`src/rtl/cbd_pkg.sv`:
```
package cbd_pkg;

  typedef enum logic [1:0] {
    COLOUR_A = 2'b00,
    COLOUR_B = 2'b01,
    COLOUR_C = 2'b10,
    COLOUR_D = 2'b11
  } colour_e;

  // Bank of a pixel: banked pages are numbered from bank 1 upward, and the
  // last bank of each banked page absorbs every column past its start.
  function automatic int bank_of(input int page, input int col,
                                 input int banked_pages, input int per_page,
                                 input int narrow);
    int slot;
    if (page >= banked_pages) return 0;
    slot = col / narrow;
    if (slot > per_page - 1) slot = per_page - 1;
    return page * per_page + slot + 1;
  endfunction

endpackage

```
`src/rtl/cbd_bank_map.sv`:
```
module cbd_bank_map #(
  parameter int PAGE_W       = 3,
  parameter int COL_W        = 8,
  parameter int BANK_W       = 6,
  parameter int BANKED_PAGES = 2,
  parameter int PER_PAGE     = 16,
  parameter int NARROW       = 8
) (
  input  logic [PAGE_W-1:0] page_i,
  input  logic [COL_W-1:0]  col_i,
  output logic [BANK_W-1:0] bank_o
);
  import cbd_pkg::*;

  always_comb begin
    bank_o = BANK_W'(bank_of(int'(page_i), int'(col_i),
                             BANKED_PAGES, PER_PAGE, NARROW));
  end

endmodule

```
`src/rtl/cbd_colour_regs.sv`:
```
module cbd_colour_regs #(
  parameter int NUM_BANKS = 33,
  parameter int BANK_W    = 6,
  parameter int CODE_W    = 2
) (
  input  logic              clk,
  input  logic              rst_n,
  input  logic              wr_en_i,
  input  logic [BANK_W-1:0] wr_idx_i,
  input  logic [CODE_W-1:0] wr_code_i,
  input  logic [BANK_W-1:0] rd_bank_i,
  output logic [CODE_W-1:0] rd_code_o
);

  logic [NUM_BANKS-1:0][CODE_W-1:0] codes;
  logic wr_accept;   // write with an index inside the file
  logic wr_drop;     // write with an index past the file

  assign wr_accept = wr_en_i && (int'(wr_idx_i) < NUM_BANKS);
  assign wr_drop   = wr_en_i && (int'(wr_idx_i) >= NUM_BANKS);

  always_ff @(posedge clk) begin
    if (!rst_n) begin
      codes <= '0;
    end else begin
      for (int i = 0; i < NUM_BANKS; i++) begin
        if (wr_accept && wr_idx_i == BANK_W'(i)) codes[i] <= wr_code_i;
      end
    end
  end

  assign rd_code_o = codes[rd_bank_i];

  // an index past the file leaves every code as it was
  assert_drop_write_R8: assert property (@(posedge clk) disable iff (!rst_n)
    wr_drop |=> $stable(codes));

  genvar g;
  for (g = 0; g < NUM_BANKS; g++) begin : g_chk
    // an accepted write lands in its entry
    assert_write_lands_R7: assert property (@(posedge clk) disable iff (!rst_n)
      (wr_accept && wr_idx_i == BANK_W'(g)) |=> codes[g] == $past(wr_code_i));
    // entries not addressed keep their code
    assert_others_hold_R9: assert property (@(posedge clk) disable iff (!rst_n)
      !(wr_accept && wr_idx_i == BANK_W'(g)) |=> $stable(codes[g]));
  end

endmodule

```
`src/rtl/colour_bank_decoder.sv`:
```
module colour_bank_decoder #(
  parameter int PAGE_W       = 3,
  parameter int COL_W        = 8,
  parameter int CODE_W       = 2,
  parameter int BANKED_PAGES = 2,
  parameter int PER_PAGE     = 16,
  parameter int NARROW       = 8,
  localparam int NUM_BANKS   = BANKED_PAGES * PER_PAGE + 1,
  localparam int BANK_W      = $clog2(NUM_BANKS) < 1 ? 1 : $clog2(NUM_BANKS),
  localparam int WIDE_START  = (PER_PAGE - 1) * NARROW
) (
  input  logic              clk,
  input  logic              rst_n,
  input  logic              wr_en_i,
  input  logic [BANK_W-1:0] wr_idx_i,
  input  logic [CODE_W-1:0] wr_code_i,
  input  logic [PAGE_W-1:0] page_i,
  input  logic [COL_W-1:0]  col_i,
  output logic [BANK_W-1:0] bank_o,
  output logic [CODE_W-1:0] colour_o
);

  logic [BANK_W-1:0] pix_bank;
  logic [CODE_W-1:0] pix_code;
  logic              in_background;  // pixel below the banked pages
  logic              in_wide;        // pixel in the last, wide bank of a page

  assign in_background = int'(page_i) >= BANKED_PAGES;
  assign in_wide       = !in_background && int'(col_i) >= WIDE_START;

  cbd_bank_map #(
    .PAGE_W(PAGE_W), .COL_W(COL_W), .BANK_W(BANK_W),
    .BANKED_PAGES(BANKED_PAGES), .PER_PAGE(PER_PAGE), .NARROW(NARROW)
  ) u_map (
    .page_i(page_i), .col_i(col_i), .bank_o(pix_bank)
  );

  cbd_colour_regs #(
    .NUM_BANKS(NUM_BANKS), .BANK_W(BANK_W), .CODE_W(CODE_W)
  ) u_regs (
    .clk(clk), .rst_n(rst_n),
    .wr_en_i(wr_en_i), .wr_idx_i(wr_idx_i), .wr_code_i(wr_code_i),
    .rd_bank_i(pix_bank), .rd_code_o(pix_code)
  );

  always_ff @(posedge clk) begin
    if (!rst_n) begin
      bank_o   <= '0;
      colour_o <= '0;
    end else begin
      bank_o   <= pix_bank;
      colour_o <= pix_code;
    end
  end

  // lower pages always resolve to the background bank
  assert_background_R5: assert property (@(posedge clk) disable iff (!rst_n)
    in_background |=> bank_o == '0);
  // the wide region lands on the last bank of its page
  assert_wide_bank_R3: assert property (@(posedge clk) disable iff (!rst_n)
    in_wide |=> int'(bank_o) == (int'($past(page_i)) + 1) * PER_PAGE);
  // a banked pixel never resolves to the background bank
  assert_banked_nonzero_R2: assert property (@(posedge clk) disable iff (!rst_n)
    !in_background |=> bank_o != '0);
  // reset clears the outputs
  assert_reset_out_R1: assert property (@(posedge clk)
    !rst_n |=> (bank_o == '0 && colour_o == '0));

endmodule

```
`config.mk`:
```
export PLATFORM = sky130hd
export DESIGN_NAME = colour_bank_decoder
export DESIGN_NICKNAME = d
export VERILOG_FILES = /design/src/rtl/cbd_pkg.sv /design/src/rtl/cbd_bank_map.sv /design/src/rtl/cbd_colour_regs.sv /design/src/rtl/colour_bank_decoder.sv
export SDC_FILE = /design/constraint.sdc
export NUM_CORES = 1
export LEC_CHECK = 0
export ABC_AREA = 1
export BUFFER_PORTS_ARGS = -buffer_cell sky130_fd_sc_hd__buf_2
export CAP_MARGIN = 20
export CORE_UTILIZATION = 40
export CTS_CLUSTER_DIAMETER = 40
export DETAILED_ROUTE_END_ITERATION = 16
export PLACE_DENSITY_LB_ADDON = 0.3
export SYNTH_ARGS = -nofsm -noshare
export SYNTH_HDL_FRONTEND = slang
export SYNTH_SLANG_ARGS = --single-unit
```
`constraint.sdc`:
```
create_clock -name clk -period 2 [get_ports clk]
set_input_delay 0 -clock clk [delete_from_list [all_inputs] [get_ports clk]]
set_output_delay 0 -clock clk [all_outputs]
set_load 0.05 [all_outputs]
```
==> flow_summary.html, run 1 <==
<table>
<tr><th>Metric</th><th>Value</th></tr>
<tr><th colspan="2">Yosys</th></tr>
<tr><td>Area contributors post-synth</td><td>sky130_fd_sc_hd__dfxtp_1 39%, sky130_fd_sc_hd__nand3_1 12%, sky130_fd_sc_hd__inv_1 9.4%, sky130_fd_sc_hd__o21ai_0 8.7%, sky130_fd_sc_hd__a21oi_1 8.3%</td></tr>
<tr><td>Sequential share of the synthesized area</td><td>0.389</td></tr>
<tr><td>Largest area contributor in the synthesized netlist</td><td>sky130_fd_sc_hd__dfxtp_1</td></tr>
<tr><td>EDFF count, synth</td><td>0</td></tr>
<tr><td>Synthesized flop and latch total</td><td>74</td></tr>
<tr><td>Synth Flop Type</td><td>sky130_fd_sc_hd__dfxtp_1</td></tr>
<tr><td>Cell variety after synth</td><td>25</td></tr>
<tr><td>Nets in the synthesized netlist</td><td>a little over 600</td></tr>
<tr><td>Mean cell area of the mapped netlist</td><td>6.53 um^2</td></tr>
<tr><td>Yosys warns</td><td>0</td></tr>
<tr><td>Most frequently used cell type in the post-synthesis netlist</td><td>sky130_fd_sc_hd__inv_1</td></tr>
<tr><td>Post-synth design cell area</td><td>roughly 0.0038 mm^2</td></tr>
<tr><td>Post-synth top area share</td><td>0.389</td></tr>
<tr><td>Top cells by instance count after synthesis</td><td>95 x sky130_fd_sc_hd__inv_1, 90 x sky130_fd_sc_hd__nand3_1, 74 x sky130_fd_sc_hd__dfxtp_1, 74 x sky130_fd_sc_hd__nor2_1, 67 x sky130_fd_sc_hd__nand2_1</td></tr>
<tr><td>Instance count of the mapped netlist</td><td>roughly 580</td></tr>
<tr><td>Share of synthesized registers carrying an async set or reset</td><td>0</td></tr>
<tr><th colspan="2">Worst setup path</th></tr>
<tr><td>Cell breakdown of the critical path</td><td>buf_2 -&gt; or2_2 -&gt; ha_1 -&gt; nand2_4 -&gt; inv_2 -&gt; nand3_1 -&gt; nand3_1 -&gt; nand3_1 -&gt; nand3_1 -&gt; nand3_1 -&gt; a21oi_1</td></tr>
<tr><td>Critical path required time</td><td>approximately 2.2 ns</td></tr>
<tr><td>Signal arrival time at the worst endpoint</td><td>about 1.8 ns</td></tr>
<tr><td>Setup slack of the worst register-to-register path</td><td>0.85 ns</td></tr>
<tr><td>Depth of the worst register-to-register path</td><td>8</td></tr>
<tr><td>Startpoint types</td><td>input pin</td></tr>
<tr><td>Library cell appearing most often on the critical path</td><td>sky130_fd_sc_hd__nand3_1</td></tr>
<tr><td>Largest stage delay, worst path</td><td>0.34 ns</td></tr>
<tr><td>Cell family with the largest share of critical-path delay</td><td>simple AND/OR/NAND/NOR gates</td></tr>
<tr><td>Worst Path Buf+Inv</td><td>2</td></tr>
<tr><td>Startpoint of the worst register-to-register path</td><td>u_regs.codes[10]$_SDFFE_PN0P_</td></tr>
<tr><td>R2R Path End</td><td>colour_o[0]$_SDFF_PN0_</td></tr>
<tr><td>Kind of critical path</td><td>input pin to flip-flop</td></tr>
<tr><td>Max stage delay cell, worst path</td><td>sky130_fd_sc_hd__ha_1</td></tr>
<tr><td>Critical Path End Type</td><td>flip-flop</td></tr>
<tr><td>Critical path peak fanout</td><td>27</td></tr>
<tr><th colspan="2">Clock tree</th></tr>
<tr><td># clock sinks</td><td>74</td></tr>
<tr><td>Clock tree buffer depth</td><td>2</td></tr>
<tr><td>H-Tree Depth</td><td>3</td></tr>
<tr><td>Total setup buffers inserted after CTS</td><td>0</td></tr>
<tr><td>Inserted Clock Buffers</td><td>9</td></tr>
<tr><td>Clock tree from TritonCTS</td><td>done</td></tr>
<tr><td>CTS resizes</td><td>0</td></tr>
<tr><td>Clock slew at reported path FFs</td><td>0.08 ns</td></tr>
<tr><td>Hold-fix buffer count after cts</td><td>0</td></tr>
<tr><td>Clock latency on the worst-skew pair</td><td>0.35 ns</td></tr>
<tr><td>Root buffer cell</td><td>sky130_fd_sc_hd__clkbuf_8</td></tr>
<tr><th colspan="2">STA</th></tr>
<tr><td>Final setup viols</td><td>0</td></tr>
<tr><td>Worst Clk Skew</td><td>just over 0.007 ns</td></tr>
<tr><td>RSZ-0062 raised after global routing</td><td>no</td></tr>
<tr><td>Final-report hold violation count</td><td>0</td></tr>
<tr><td>Total negative slack</td><td>0 ns</td></tr>
<tr><td>Timing-limited maximum frequency</td><td>658 MHz</td></tr>
<tr><td>Worst-margin pin slew</td><td>around 0.68 ns</td></tr>
<tr><td>Slew Limit Headroom</td><td>0.541</td></tr>
<tr><td>Final-report max-slew violation count</td><td>0</td></tr>
<tr><td>Crit path time final</td><td>roughly 1.5 ns</td></tr>
<tr><td>Final hold slack</td><td>0.0812 ns</td></tr>
<tr><td>Final Cycle Share</td><td>0.760</td></tr>
<tr><th colspan="2">Detailed routing</th></tr>
<tr><td>Total vias in the final route</td><td>3782</td></tr>
<tr><td>Drt wl/cell</td><td>around 14 um</td></tr>
<tr><td>Antenna-violating nets left</td><td>0</td></tr>
<tr><td>First-pass detailed-route iteration total</td><td>5</td></tr>
<tr><td>Number of DRC violations after detailed routing</td><td>0</td></tr>
<tr><td>Via density per instance</td><td>5.13</td></tr>
<tr><td>Iteration-0 DRC Markers</td><td>259</td></tr>
<tr><td>Routed WL</td><td>10100 um</td></tr>
<tr><th colspan="2">Global routing</th></tr>
<tr><td>Global-route wire length before repair</td><td>16900 um</td></tr>
<tr><td>Residual overflow from global routing</td><td>0</td></tr>
<tr><td>Number of antenna violations at the first check in global routing</td><td>0</td></tr>
<tr><td>Maximum number of pins on one net before global-route repair</td><td>34</td></tr>
<tr><td>GRT Overall Usage</td><td>0.218</td></tr>
<tr><td>Vias in the first global route</td><td>roughly 3600</td></tr>
<tr><th colspan="2">Die</th></tr>
<tr><td>Core Region</td><td>0.00924 mm^2</td></tr>
<tr><td>Effective utilization at floorplan</td><td>0.412</td></tr>
<tr><td>Die Area</td><td>roughly 0.0099 mm^2</td></tr>
<tr><td>Die Ht</td><td>99.6 um</td></tr>
<tr><td>Floorplan die width</td><td>between 90 and 100 um</td></tr>
<tr><td>I/O pin count</td><td>30</td></tr>
<tr><td>Core Rows</td><td>35</td></tr>
<tr><th colspan="2">Hold path</th></tr>
<tr><td>Worst Min Path Start</td><td>page_i[2]</td></tr>
<tr><td>Worst Hold End</td><td>bank_o[2]$_SDFF_PN0_</td></tr>
<tr><td>Type of the most critical hold path</td><td>input pin to flip-flop</td></tr>
<tr><td>WHS Path Cells</td><td>4</td></tr>
<tr><th colspan="2">Power and ir drop</th></tr>
<tr><td>Total Power Consumption</td><td>0.00300 W</td></tr>
<tr><td>Maximum VDD drop</td><td>around 0.25 mV</td></tr>
<tr><td>Power density over the cells</td><td>709 mW/mm^2</td></tr>
<tr><td>Leakage power total</td><td>1.71 nW</td></tr>
<tr><th colspan="2">Run status</th></tr>
<tr><td>Run status</td><td>finished clean</td></tr>
<tr><th colspan="2">Placement</th></tr>
<tr><td>Post-place instance area</td><td>0.00405 mm^2</td></tr>
<tr><td>DP Cell Count</td><td>722</td></tr>
<tr><td>Count of buffers inserted at the top-level ports</td><td>26</td></tr>
<tr><td>Final weighted congestion in routability-driven placement</td><td>0.829</td></tr>
<tr><td>Post-detail-place hpwl</td><td>between 7000 and 8000 um</td></tr>
<tr><th colspan="2">Layout</th></tr>
<tr><td>Number of nets in the layout</td><td>628</td></tr>
<tr><td>Share of final-layout standard cells stronger than drive strength 1</td><td>0.102</td></tr>
<tr><td>Number of diodes</td><td>0</td></tr>
<tr><td>Layout Cells excl Fill</td><td>737</td></tr>
<tr><td>Area added between synthesis and finish</td><td>11.1%</td></tr>
<tr><td>Total non-filler cell area in the finished layout</td><td>between 0.004 and 0.005 mm^2</td></tr>
<tr><th colspan="2">Run</th></tr>
<tr><td>Max-capacitance violation count</td><td>0</td></tr>
</table>
-- layout by cell type, fill, tap and decap left out --
cell type	n
sky130_fd_sc_hd__a21oi_1	63
sky130_fd_sc_hd__a21oi_2	1
sky130_fd_sc_hd__buf_2	26
sky130_fd_sc_hd__buf_4	10
sky130_fd_sc_hd__bufinv_16	1
sky130_fd_sc_hd__clkbuf_1	2
sky130_fd_sc_hd__clkbuf_8	10
sky130_fd_sc_hd__clkinv_2	2
sky130_fd_sc_hd__conb_1	1
sky130_fd_sc_hd__dfxtp_1	74
sky130_fd_sc_hd__ha_1	2
sky130_fd_sc_hd__inv_1	95
sky130_fd_sc_hd__inv_2	2
sky130_fd_sc_hd__nand2_1	67
sky130_fd_sc_hd__nand2_2	3
sky130_fd_sc_hd__nand2_4	1
sky130_fd_sc_hd__nand3_1	90
sky130_fd_sc_hd__nand3_4	1
sky130_fd_sc_hd__nand3b_1	7
sky130_fd_sc_hd__nand4_1	3
sky130_fd_sc_hd__nor2_1	74
sky130_fd_sc_hd__nor2_2	1
sky130_fd_sc_hd__nor2_4	2
sky130_fd_sc_hd__nor3_1	1
sky130_fd_sc_hd__nor3b_1	1
sky130_fd_sc_hd__o21ai_0	66
sky130_fd_sc_hd__or2_2	2
-- worst max-delay path by stage --
stage | end | from | cells after the start
4_1_cts | colour_o[0]$_SDFF_PN0_ | col_i[7] | 13
3_5_place_dp | colour_o[0]$_SDFF_PN0_ | col_i[7] | 13
5_1_grt | colour_o[0]$_SDFF_PN0_ | col_i[7] | 13
3_3_place_gp | colour_o[0]$_SDFF_PN0_ | col_i[7] | 13
2_1_floorplan | colour_o[1]$_SDFF_PN0_ | col_i[7] | 12
6_report | colour_o[1]$_SDFF_PN0_ | col_i[7] | 11
-- per-stage QoR --
step,worst slack (ns),util
after global placement,0.167,0.438
final,0.479,0.458
after CTS,0.503,0.458
after global routing,0.313,0.458
after floorplan,0.533,-
after detailed placement,0.134,0.438
-- flip-flops by register name (all words and copies together), names as in the netlist --
| name | count |
|---|---|
| u_regs.codes | 66 |
| bank_o | 6 |
| colour_o | 2 |
-- power by group --
part / internal (W) / switching, W / total [W] / leakage (nW)
clock: 0.000601 / 0.000552 / 0.00115 / 0.0962
sequential: 0.00149 / 0.00000395 / 0.00149 / 0.597
combinational: 0.000101 / 0.000255 / 0.000357 / 1.01
-- cell families (layout without fill, tap and decap cells) --
kind of cell             Yosys count  in the layout  share of synthesized area
adder cells (fa/ha/maj)            2              2                    0.00656
AO/OA/AOI/OAI                    130            130                      0.172
other                              1              1                   0.000984
AND/OR/NAND/NOR                  253            253                      0.302
flip-flops                        74             74                      0.389
buffers and inverters            124            148                      0.130
-- layout make-up --
cell class              instances  area [um^2]
clock inverters                 3         40.0
well taps                     129          161
fillers                       995         5010
inverters                      97          364
clock buffers                  12          145
flip-flops and latches         74         1480
repair buffers                 36          205
multi-input cells             386         1840
-- tightest hold or removal path, cell delays in order --
cell	delay (ns)
sky130_fd_sc_hd__buf_2	0.11
sky130_fd_sc_hd__nor2_4	0.07
sky130_fd_sc_hd__nand3_4	0.14
sky130_fd_sc_hd__nor2_1	0.06
-- per-layer routing --
layer,up-vias,routed length (um),global-route usage
met3,24,629,0.0351
met1,1702,4510,0.268
li1,1917,-,-
met4,0,276,0.106
met2,139,4670,0.372
met5,-,0,0
No activity file was read; power rests on OpenSTA's default activity.
==> run 2: changes to the inputs <==
clock period = 1.4 ns   (was 2 ns; I/O delays follow)
==> flow_summary.html, run 2 (synthesis results as in run 1) <==
<table>
<tr><th>Metric</th><th>Value</th></tr>
<tr><th colspan="2">Run status</th></tr>
<tr><td>Run status</td><td>finished clean (unchanged)</td></tr>
<tr><th colspan="2">Layout</th></tr>
<tr><td>Register with the most flip-flops</td><td>u_regs.codes (unchanged)</td></tr>
<tr><td>Commonest non-fill, non-tap cell in the layout</td><td>sky130_fd_sc_hd__inv_1 (unchanged)</td></tr>
<tr><td>Number of nets in the layout</td><td>648 (was 628)</td></tr>
<tr><td>Flip-flop count of the largest register, all copies and words added</td><td>66 (unchanged)</td></tr>
<tr><td>Share of final-layout standard cells stronger than drive strength 1</td><td>0.135 (was 0.102)</td></tr>
<tr><td>Registers with the most flip-flops</td><td>u_regs.codes (66), bank_o (6), colour_o (2) (unchanged)</td></tr>
<tr><td>Number of diodes</td><td>0 (unchanged)</td></tr>
<tr><td>Layout Cells excl Fill</td><td>757 (was 737)</td></tr>
<tr><td>Area added between synthesis and finish</td><td>16.7% (was 11.1%)</td></tr>
<tr><td>Final-layout fill cell count</td><td>958 (was 995)</td></tr>
<tr><td>Total non-filler cell area in the finished layout</td><td>0.00445 mm^2 (was 0.00423 mm^2)</td></tr>
<tr><td>Commonest cells after routing, fill and taps aside</td><td>95 x sky130_fd_sc_hd__inv_1, 90 x sky130_fd_sc_hd__nand3_1, 74 x sky130_fd_sc_hd__nor2_1, 74 x sky130_fd_sc_hd__dfxtp_1, 67 x sky130_fd_sc_hd__nand2_1 (unchanged)</td></tr>
<tr><th colspan="2">Die</th></tr>
<tr><td>Die Area</td><td>0.00992 mm^2 (unchanged)</td></tr>
<tr><td>Effective utilization at floorplan</td><td>0.412 (unchanged)</td></tr>
<tr><td>Core Region</td><td>0.00924 mm^2 (unchanged)</td></tr>
<tr><td>Core Rows</td><td>35 (unchanged)</td></tr>
<tr><td>I/O pin count</td><td>30 (unchanged)</td></tr>
<tr><td>Die Ht</td><td>99.6 um (unchanged)</td></tr>
<tr><td>Floorplan die width</td><td>99.6 um (unchanged)</td></tr>
<tr><th colspan="2">Clock tree</th></tr>
<tr><td>Root buffer cell</td><td>sky130_fd_sc_hd__clkbuf_8 (unchanged)</td></tr>
<tr><td>Inserted Clock Buffers</td><td>9 (unchanged)</td></tr>
<tr><td>Clock slew at reported path FFs</td><td>0.09 ns (was 0.08 ns)</td></tr>
<tr><td>Clock tree from TritonCTS</td><td>done (unchanged)</td></tr>
<tr><td>Total setup buffers inserted after CTS</td><td>0 (unchanged)</td></tr>
<tr><td>Hold-fix buffer count after cts</td><td>0 (unchanged)</td></tr>
<tr><td>H-Tree Depth</td><td>3 (unchanged)</td></tr>
<tr><td>CTS resizes</td><td>0 (unchanged)</td></tr>
<tr><td># clock sinks</td><td>74 (unchanged)</td></tr>
<tr><td>Clock latency on the worst-skew pair</td><td>0.35 ns (about the same)</td></tr>
<tr><td>Clock tree buffer depth</td><td>2 (unchanged)</td></tr>
<tr><th colspan="2">Global routing</th></tr>
<tr><td>Maximum number of pins on one net before global-route repair</td><td>68 (was 34)</td></tr>
<tr><td>Vias in the first global route</td><td>3378 (was 3592)</td></tr>
<tr><td>Number of antenna violations at the first check in global routing</td><td>0 (unchanged)</td></tr>
<tr><td>Global-route wire length before repair</td><td>16700 um (was 16900 um)</td></tr>
<tr><td>Residual overflow from global routing</td><td>0 (unchanged)</td></tr>
<tr><td>GRT Overall Usage</td><td>0.214 (was 0.218)</td></tr>
<tr><th colspan="2">Power and ir drop</th></tr>
<tr><td>Maximum VDD drop</td><td>0.421 mV (was 0.255 mV)</td></tr>
<tr><td>Power density over the cells</td><td>980 mW/mm^2 (was 709 mW/mm^2)</td></tr>
<tr><td>Total Power Consumption</td><td>0.00436 W (was 0.00300 W)</td></tr>
<tr><td>Leakage power total</td><td>1.81 nW (was 1.71 nW)</td></tr>
<tr><th colspan="2">Worst setup path</th></tr>
<tr><td>Critical path required time</td><td>1.63 ns (was 2.24 ns)</td></tr>
<tr><td>Cell breakdown of the critical path</td><td>buf_2 -&gt; buf_4 -&gt; inv_1 -&gt; nand2_2 -&gt; ha_4 -&gt; nand2_8 -&gt; buf_4 -&gt; nand3_1 -&gt; nand3_1 -&gt; nand3_1 -&gt; nand3_1 -&gt; nand3_1 -&gt; a21oi_1 (was buf_2 -&gt; or2_2 -&gt; ha_1 -&gt; nand2_4 -&gt; inv_2 -&gt; nand3_1 -&gt; nand3_1 -&gt; nand3_1 -&gt; nand3_1 -&gt; nand3_1 -&gt; a21oi_1)</td></tr>
<tr><td>Max stage delay cell, worst path</td><td>sky130_fd_sc_hd__ha_4 (was sky130_fd_sc_hd__ha_1)</td></tr>
<tr><td>Critical Path End Type</td><td>flip-flop (unchanged)</td></tr>
<tr><td>Critical Path Stages</td><td>13 (was 11)</td></tr>
<tr><td>Worst Path Buf+Inv</td><td>4 (was 2)</td></tr>
<tr><td>Largest stage delay, worst path</td><td>0.32 ns (was 0.34 ns)</td></tr>
<tr><td>Kind of critical path</td><td>input pin to flip-flop (unchanged)</td></tr>
<tr><td>Depth of the worst register-to-register path</td><td>8 (unchanged)</td></tr>
<tr><td>Critical path peak fanout</td><td>10 (was 27)</td></tr>
<tr><td>Startpoint types</td><td>input pin (unchanged)</td></tr>
<tr><td>Cell family with the largest share of critical-path delay</td><td>simple AND/OR/NAND/NOR gates (unchanged)</td></tr>
<tr><td>Library cell appearing most often on the critical path</td><td>sky130_fd_sc_hd__nand3_1 (unchanged)</td></tr>
<tr><td>Signal arrival time at the worst endpoint</td><td>1.48 ns (was 1.76 ns)</td></tr>
<tr><th colspan="2">STA</th></tr>
<tr><td>Final hold slack</td><td>0.112 ns (was 0.0812 ns)</td></tr>
<tr><td>RSZ-0062 raised after global routing</td><td>no (unchanged)</td></tr>
<tr><td>Worst Clk Skew</td><td>0.0139 ns (was 0.00704 ns)</td></tr>
<tr><td>Final-report max-slew violation count</td><td>0 (unchanged)</td></tr>
<tr><td>Crit path time final</td><td>1.25 ns</td></tr>
<tr><td>Final-report hold violation count</td><td>0 (unchanged)</td></tr>
<tr><td>Final Cycle Share</td><td>0.891</td></tr>
<tr><td>Final setup viols</td><td>0 (unchanged)</td></tr>
<tr><td>Timing-limited maximum frequency</td><td>802 MHz</td></tr>
<tr><th colspan="2">Placement</th></tr>
<tr><td>DP Cell Count</td><td>741 (was 722)</td></tr>
<tr><td>Count of buffers inserted at the top-level ports</td><td>26 (unchanged)</td></tr>
<tr><td>Post-place instance area</td><td>0.00423 mm^2 (was 0.00405 mm^2)</td></tr>
<tr><td>Post-detail-place hpwl</td><td>7320 um (was 7050 um)</td></tr>
<tr><td>Final weighted congestion in routability-driven placement</td><td>0.938 (was 0.829)</td></tr>
<tr><th colspan="2">Detailed routing</th></tr>
<tr><td>Number of DRC violations after detailed routing</td><td>0 (unchanged)</td></tr>
<tr><td>Total vias in the final route</td><td>3771 (was 3782)</td></tr>
<tr><td>Antenna-violating nets left</td><td>0 (unchanged)</td></tr>
<tr><td>Routed WL</td><td>10100 um (about the same)</td></tr>
<tr><td>Via density per instance</td><td>4.98 (was 5.13)</td></tr>
<tr><td>Iteration-0 DRC Markers</td><td>225 (was 259)</td></tr>
<tr><td>Drt wl/cell</td><td>13.3 um (was 13.7 um)</td></tr>
<tr><td>First-pass detailed-route iteration total</td><td>4 (was 5)</td></tr>
<tr><th colspan="2">Hold path</th></tr>
<tr><td>Type of the most critical hold path</td><td>input pin to flip-flop (unchanged)</td></tr>
<tr><td>WHS Path Cells</td><td>4 (unchanged)</td></tr>
<tr><th colspan="2">Run</th></tr>
<tr><td>Max-capacitance violation count</td><td>0 (unchanged)</td></tr>
</table>
run 2: metrics by stage:
step / TNS, ns / utilization / worst slack, ns
6_report: 0 / 0.482 / 0.153
5_1_grt: 0 / 0.482 / 0.00488
4_1_cts: 0 / 0.478 / 0.0560
3_5_place_dp: -0.580 / 0.458 / -0.293
3_3_place_gp: -0.501 / 0.458 / -0.245
2_1_floorplan: 0 / - / 0.0193
run 2: area by class of cell:
cell class,instances,area [um^2],share of cell area
repair buffers,55,377,0.0846
clock inverters,6,68.8,0.0155
clock buffers,9,124,0.0278
inverters,97,367,0.0824
well taps,129,161,0.0363
multi-input cells,387,1870,0.420
flip-flops and latches,74,1480,0.333
run 2: final timing paths:
path,from,to,slack [ns]
worst max register to register,u_regs.codes[29]$_SDFFE_PN0P_,colour_o[1]$_SDFF_PN0_,0.30
worst min register to register,u_regs.codes[12]$_SDFFE_PN0P_,u_regs.codes[12]$_SDFFE_PN0P_,0.45
worst max-delay path,col_i[7],colour_o[0]$_SDFF_PN0_,0.15
worst min-delay path,rst_n,u_regs.codes[24]$_SDFFE_PN0P_,0.11
run 2: power by group:
part	switching (W)	internal [W]	total [W]
logic	0.000372	0.000194	0.000565
clock network	0.000845	0.000819	0.00166
registers	0.00000592	0.00212	0.00213
run 2: routing by layer:
layer  vias up  global-route usage  share of wire
met4         0              0.0633          0.011
li1       1954                   -              -
met1      1714               0.296           0.48
met3         9              0.0295          0.042
met5         -                   0              0
met2        94               0.347           0.46
run 2: worst register-to-register path, stage by stage (launching register included):
cell	delay (ns)
sky130_fd_sc_hd__dfxtp_1	0.37
sky130_fd_sc_hd__nor2_1	0.06
sky130_fd_sc_hd__nor2_1	0.08
sky130_fd_sc_hd__nand2_1	0.06
sky130_fd_sc_hd__nand3_1	0.10
sky130_fd_sc_hd__nand3_1	0.09
sky130_fd_sc_hd__nand3_1	0.10
sky130_fd_sc_hd__nand3_1	0.08
sky130_fd_sc_hd__a21oi_1	0.11
